File: src/rtl/spi_ser_pkg.sv
package spi_ser_pkg;
  typedef struct packed {
    logic captureLow;   // store first byte of a two-byte character
    logic capturePend;  // a full character enters the holding stage
    logic loadShift;    // holding stage moves into the shifter
    logic shiftEn;      // shifter advances one bit
  } serStrobes_t;
endpackage

File: src/rtl/spi_ser_ctrl.sv
module spi_ser_ctrl
  import spi_ser_pkg::*;
#(
  parameter int BYTE_W  = 8,
  parameter int LEN_W   = 4,
  parameter int MIN_LEN = 3
) (
  input  logic             clk,
  input  logic             rstN,
  input  logic [LEN_W-1:0] charLen,
  input  logic             byteValid,
  output logic             byteReady,
  output logic [LEN_W-1:0] effLen,
  output serStrobes_t      stb,
  output logic             active
);
  logic             haveLow;
  logic             pendValid;
  logic [LEN_W-1:0] pendLast;
  logic [LEN_W-1:0] curLast;
  logic [LEN_W-1:0] bitCnt;
  logic             twoBytes;
  logic             accept;
  logic             lastBit;

  assign effLen    = (int'(charLen) < MIN_LEN) ? LEN_W'(MIN_LEN) : charLen;
  assign twoBytes  = int'(effLen) >= BYTE_W;
  assign byteReady = !pendValid;
  assign accept    = byteValid && byteReady;
  assign lastBit   = active && (bitCnt == curLast);

  always_comb begin
    stb.captureLow  = accept && twoBytes && !haveLow;
    stb.capturePend = accept && !(twoBytes && !haveLow);
    stb.loadShift   = pendValid && (!active || lastBit);
    stb.shiftEn     = active;
  end

  always_ff @(posedge clk) begin
    if (!rstN) begin
      haveLow   <= 1'b0;
      pendValid <= 1'b0;
      pendLast  <= '0;
      curLast   <= '0;
      bitCnt    <= '0;
      active    <= 1'b0;
    end else begin
      if (stb.captureLow)       haveLow <= 1'b1;
      else if (stb.capturePend) haveLow <= 1'b0;

      if (stb.capturePend) begin
        pendValid <= 1'b1;
        pendLast  <= effLen;
      end else if (stb.loadShift) begin
        pendValid <= 1'b0;
      end

      if (stb.loadShift) begin
        curLast <= pendLast;
        bitCnt  <= '0;
        active  <= 1'b1;
      end else if (lastBit) begin
        active  <= 1'b0;
      end else if (active) begin
        bitCnt  <= bitCnt + 1'b1;
      end
    end
  end


  bit_count_bound_chk: assert property (@(posedge clk) disable iff (!rstN)
    active |-> (bitCnt <= curLast));


  bit_count_step_chk: assert property (@(posedge clk) disable iff (!rstN)
    (active && !lastBit) |=> (active && bitCnt == $past(bitCnt) + 1'b1));


  no_idle_gap_chk: assert property (@(posedge clk) disable iff (!rstN)
    (lastBit && pendValid) |=> (active && bitCnt == '0));


  start_needs_pend_chk: assert property (@(posedge clk) disable iff (!rstN)
    $rose(active) |-> $past(pendValid));


  low_byte_held_chk: assert property (@(posedge clk) disable iff (!rstN)
    stb.captureLow |=> haveLow);
endmodule

File: src/rtl/spi_ser_dpath.sv
module spi_ser_dpath
  import spi_ser_pkg::*;
#(
  parameter int BYTE_W = 8,
  parameter int LEN_W  = 4
) (
  input  logic              clk,
  input  logic              rstN,
  input  serStrobes_t       stb,
  input  logic [BYTE_W-1:0] byteData,
  input  logic [LEN_W-1:0]  effLen,
  input  logic              revOrder,
  output logic              serOut
);
  localparam int MAX_W = 2 * BYTE_W;
  localparam int IDX_W = $clog2(MAX_W);

  logic [BYTE_W-1:0] lowByte;
  logic [MAX_W-1:0]  rawWord;
  logic [MAX_W-1:0]  maskedWord;
  logic [MAX_W-1:0]  mirrorWord;
  logic [MAX_W-1:0]  pendWord;
  logic [MAX_W-1:0]  shiftReg;

  assign rawWord = (int'(effLen) >= BYTE_W) ? {byteData, lowByte}
                                            : {{BYTE_W{1'b0}}, byteData};

  for (genvar g = 0; g < MAX_W; g++) begin : g_bit
    logic [IDX_W-1:0] srcIdx;
    assign srcIdx        = IDX_W'(int'(effLen) - g);
    assign maskedWord[g] = (g <= int'(effLen)) ? rawWord[g] : 1'b0;
    assign mirrorWord[g] = (g <= int'(effLen)) ? rawWord[srcIdx] : 1'b0;
  end

  always_ff @(posedge clk) begin
    if (!rstN) begin
      lowByte  <= '0;
      pendWord <= '0;
      shiftReg <= '0;
    end else begin
      if (stb.captureLow)  lowByte  <= byteData;
      if (stb.capturePend) pendWord <= revOrder ? mirrorWord : maskedWord;
      if (stb.loadShift)   shiftReg <= pendWord;
      else if (stb.shiftEn) shiftReg <= shiftReg >> 1;
    end
  end

  assign serOut = shiftReg[0];


  first_bit_load_chk: assert property (@(posedge clk) disable iff (!rstN)
    stb.loadShift |=> (serOut == $past(pendWord[0])));


  line_quiet_chk: assert property (@(posedge clk) disable iff (!rstN)
    (!stb.shiftEn && !stb.loadShift) |=> $stable(shiftReg));
endmodule

File: src/rtl/spi_char_serializer.sv
module spi_char_serializer
  import spi_ser_pkg::*;
#(
  parameter int BYTE_W = 8,
  parameter int LEN_W  = 4
) (
  input  logic              clk,
  input  logic              rstN,
  input  logic [BYTE_W-1:0] byteData,
  input  logic              byteValid,
  output logic              byteReady,
  input  logic [LEN_W-1:0]  charLen,
  input  logic              revOrder,
  output logic              serOut,
  output logic              shiftStb,
  output logic              busy
);
  serStrobes_t      stb;
  logic [LEN_W-1:0] effLen;
  logic             active;

  spi_ser_ctrl #(.BYTE_W(BYTE_W), .LEN_W(LEN_W), .MIN_LEN(3)) ctrl_i (
    .clk(clk), .rstN(rstN), .charLen(charLen), .byteValid(byteValid),
    .byteReady(byteReady), .effLen(effLen), .stb(stb), .active(active)
  );

  spi_ser_dpath #(.BYTE_W(BYTE_W), .LEN_W(LEN_W)) dpath_i (
    .clk(clk), .rstN(rstN), .stb(stb), .byteData(byteData),
    .effLen(effLen), .revOrder(revOrder), .serOut(serOut)
  );

  assign shiftStb = active;
  assign busy     = active;
endmodule

File: config.mk
export PLATFORM = sky130hd
export DESIGN_NAME = spi_char_serializer
export DESIGN_NICKNAME = d
export VERILOG_FILES = /design/src/rtl/spi_ser_pkg.sv /design/src/rtl/spi_ser_ctrl.sv /design/src/rtl/spi_ser_dpath.sv /design/src/rtl/spi_char_serializer.sv
export SDC_FILE = /design/constraint.sdc
export NUM_CORES = 1
export LEC_CHECK = 0
export BUFFER_PORTS_ARGS = -buffer_cell sky130_fd_sc_hd__buf_4
export CAP_MARGIN = 10
export CORE_MARGIN = 5
export CORE_UTILIZATION = 35
export CTS_BUF_LIST = sky130_fd_sc_hd__clkbuf_4 sky130_fd_sc_hd__clkbuf_8
export DETAILED_ROUTE_END_ITERATION = 7
export PLACE_DENSITY = 0.46
export SYNTH_ARGS = -nofsm -noshare
export SYNTH_HDL_FRONTEND = slang
export SYNTH_SLANG_ARGS = --single-unit
File: constraint.sdc
create_clock -name clk -period 6.1 [get_ports clk]
set_input_delay 0.61 -clock clk [delete_from_list [all_inputs] [get_ports clk]]
set_output_delay 0.61 -clock clk [all_outputs]
set_load 0.02 [all_outputs]
==> results by group <==
Outcome
  – Status: completed

Timing
  – Rel. slew slack: just over 40%
  – Slew @ Worst Pin: 0.880 ns
  – Final Cycle Share: 68.1%
  – Final setup fails: 0
  – Skew final: about 0.012 ns
  – Hold Fails Final Rpt: 0
  – Min Hold Slack: between 0.4 and 0.5 ns
  – Crit path time final: 4.15 ns
  – RSZ-0062 raised after global routing: false
  – Slew Viols, Final: 0
  – Achievable Freq: between 200 and 250 MHz
  – Setup TNS: 0 ns

Placed design
  – PortBufs: 19
  – Placed Area: around 4200 sq um
  – DP Wirelength: approximately 9.5 mm
  – GPL Wtd Cong: 0.889

Route
  – WL final: about 13 mm
  – First-pass DRT Iterations: 6
  – Via Count: between 3000 and 4000
  – Post-DR wirelength/cell: around 21 microns
  – Initial DRC count: 370
  – # DRC: 0
  – Detail Route Antenna Nets: 0
  – Via-per-instance ratio: roughly 6.1

Synthesis
  – Syn nets: 533
  – Post-synth top area cell: dfxtp_1
  – Post-Syn Area: between 4000 and 5000 sq um
  – Post-Synthesis Cells: slightly above 500
  – Post-synth EDFFs: 0
  – Post-synthesis sequential area ratio: a little over a quarter
  – Synth area leaders: dfxtp_1 (27%), mux2i_1 (5.9%), nand2_1 (5.3%)
  – Top FF cell, synth: dfxtp_1
  – YS warnings: 0
  – Unique masters post-synth: 66
  – Synth Area per Inst: ~8.0 sq um
  – Asr flop ratio synth: 0%
  – Post-synth top area share: a little over a quarter
  – Synthesized flop and latch total: 55

Layout
  – Commonest non-fill, non-tap cells in the layout: nand2_1 (57), dfxtp_1 (55), nand3_1 (34), a21oi_1 (27)
  – Finished Cell Area: about 4300 sq um
  – Nets: 518
  – Ant. Diodes: 0
  – Fraction of layout cells with a size suffix above 1: 12.8%
  – P&R area growth vs syn: 6.27%
  – Commonest non-fill, non-tap cell in the layout: nand2_1

CTS
  – Post-CTS Hold Fix Bufs: 0
  – CTS tree: done
  – Clock slew at the register clock pins of the worst setup and hold paths: around 0.10 ns
  – Clock buffer count from CTS: 5
  – Sink Count: between 50 and 60
  – Root Buffer: clkbuf_8
  – Resized cells post-CTS: 0
  – # Post-CTS Setup Buffers: 0
  – Bufs on Longest Clock Path: 2
  – Clk Latency, worst-skew pair: between 0.3 and 0.4 ns
  – H-tree depth: 2

Setup path
  – Worst EP required: roughly 6.3 ns
  – Worst r2r src: ctrl_i.pendValid
  – CP Launch Type: input pin
  – CP delay by family, top: buffers and inverters
  – Arr. time, crit path: between 4 and 5 ns
  – CP most frequent cell: ha_1
  – Crit path cell chain: buf_4, clkinv_1, ha_1, nor2_1, inv_1, ha_1, and2_1, a221oi_4, mux4_2, a221oi_2, o41ai_1
  – R2R Path End: dpath_i.pendWord[4]
  – Largest fanout on the critical path: 38
  – Slowest Stage Delay on Critical Path: 0.56 ns
  – Reg2Reg Depth: 6
  – Worst path slowest cell: ha_1
  – Crit Path Category: in2reg
  – Buf/Inv on CP: 3
  – Internal reg-to-reg setup slack: 3.53 ns
  – CP endpoint kind: register

Floorplan
  – Die Width: ~120 microns
  – Initial core utilization: between 30 and 40%
  – Num rows: 39
  – Chip Height: 118 microns
  – Die area: roughly 14000 sq um
  – Core Area: roughly 11000 sq um
  – I/O pins: 20

Pwr
  – Max VDD drop: about 0.12 mV
  – Pwr Total: 0.876 mW
  – Pwr/cell area: 202 nW/um^2
  – Static Leak: roughly 1.8 nW

Global route
  – Vias in the first global route: 3661
  – Initial antenna violation count: 0
  – First-pass GRT wire length: between 20 and 25 mm
  – Global route total overflow: 0
  – Largest net degree at the start of global routing: 43
  – All-Layer GR Usage: 18.5%

Hold path
  – WHS Endpoint: dpath_i.shiftReg[15]
  – Worst hold path class: reg2reg
  – Worst Hold Launch: dpath_i.shiftReg[15]
  – Hold-critical path depth: 2

Job
  – Max capacitance violation total: 0
[through the flow]
step | utilization, % | setup WS [ns] | instances
detailed placement | 37.0 | 1.65 | 629
floorplan | - | 2.49 | 508
global placement | 37.0 | 1.81 | 629
finish | 37.9 | 1.95 | 637
CTS | 37.9 | 2.03 | 637
global route | 37.9 | 1.66 | 637
[layer usage]
| layer | vias up | part of all wire, % | GRT usage (%) |
|---|---|---|---|
| met5 | - | 0 | 0 |
| met4 | 0 | 1.3 | 4.37 |
| met3 | 12 | 5.3 | 2.55 |
| met2 | 114 | 47 | 31.0 |
| met1 | 1882 | 46 | 25.1 |
| li1 | 1860 | - | - |
[area by class of cell]
type | count | area [sq um]
clock inverters | 2 | 16.3
fillers | 1234 | 7090
repair buffers | 22 | 165
well taps | 143 | 179
clock buffers | 6 | 82.6
inverters | 12 | 45.0
flip-flops and latches | 55 | 1100
multi-input cells | 397 | 2740
[cell families (layout without fill, tap and decap cells)]
logic type | count (synthesis) | in the layout | synth area share, %
mux | 34 | 34 | 9.21
compound gates | 162 | 162 | 30.4
buf+inv | 56 | 42 | 5.99
simple gates | 183 | 183 | 22.7
fa+ha+maj | 9 | 9 | 2.76
xor+xnor | 9 | 9 | 1.93
flops | 55 | 55 | 27.0
[worst max path at each step]
stage | start | endpoint | slack, ns | depth (start not counted)
2_1_floorplan | charLen[3] | dpath_i.pendWord[15] | 2.49 | 12
5_1_grt | charLen[3] | dpath_i.pendWord[3] | 1.66 | 12
3_3_place_gp | charLen[3] | dpath_i.pendWord[15] | 1.81 | 11
3_5_place_dp | charLen[3] | dpath_i.pendWord[15] | 1.65 | 11
6_report | charLen[3] | dpath_i.pendWord[15] | 1.95 | 11
4_1_cts | charLen[3] | dpath_i.pendWord[15] | 2.03 | 11
[flip-flops by register name, summed over array words and instances, names as in the netlist]
register,count
dpath_i.lowByte,8
ctrl_i.pendLast,4
ctrl_i.active,1
ctrl_i.pendValid,1
dpath_i.pendWord,16
ctrl_i.bitCnt,4
ctrl_i.haveLow,1
dpath_i.shiftReg,16
ctrl_i.curLast,4
[cell usage after synthesis, drive strengths merged (7+ instances only)]
cell     n
a21oi   27
mux2     8
o211a   17
buf     20
nand3   34
a211oi   7
dfxtp   55
inv     11
nor2b   24
nor3     7
a31oi   10
ha       9
a22oi   12
nor2    17
and2     9
nand2   58
clkbuf  24
a221oi   9
mux2i   24
o21ai   17
a32o     8
nand2b  12
o22ai   11
[worst register-to-register path: cells and delay by family, from the launching register on]
| kind | cells | cell delay, ns |
|---|---|---|
| compound gates | 2 | 0.41 |
| simple gates | 4 | 1.30 |
| flops | 1 | 0.79 |
[where the power goes]
group,internal [mW],leakage (nW),total [mW],switching [mW]
sequential,0.381,0.448,0.399,0.0186
combinational,0.0979,1.28,0.252,0.154
clock,0.0930,0.0474,0.224,0.131
total,0.571,1.78,0.876,0.304
(Power assumes the default switching activity.)
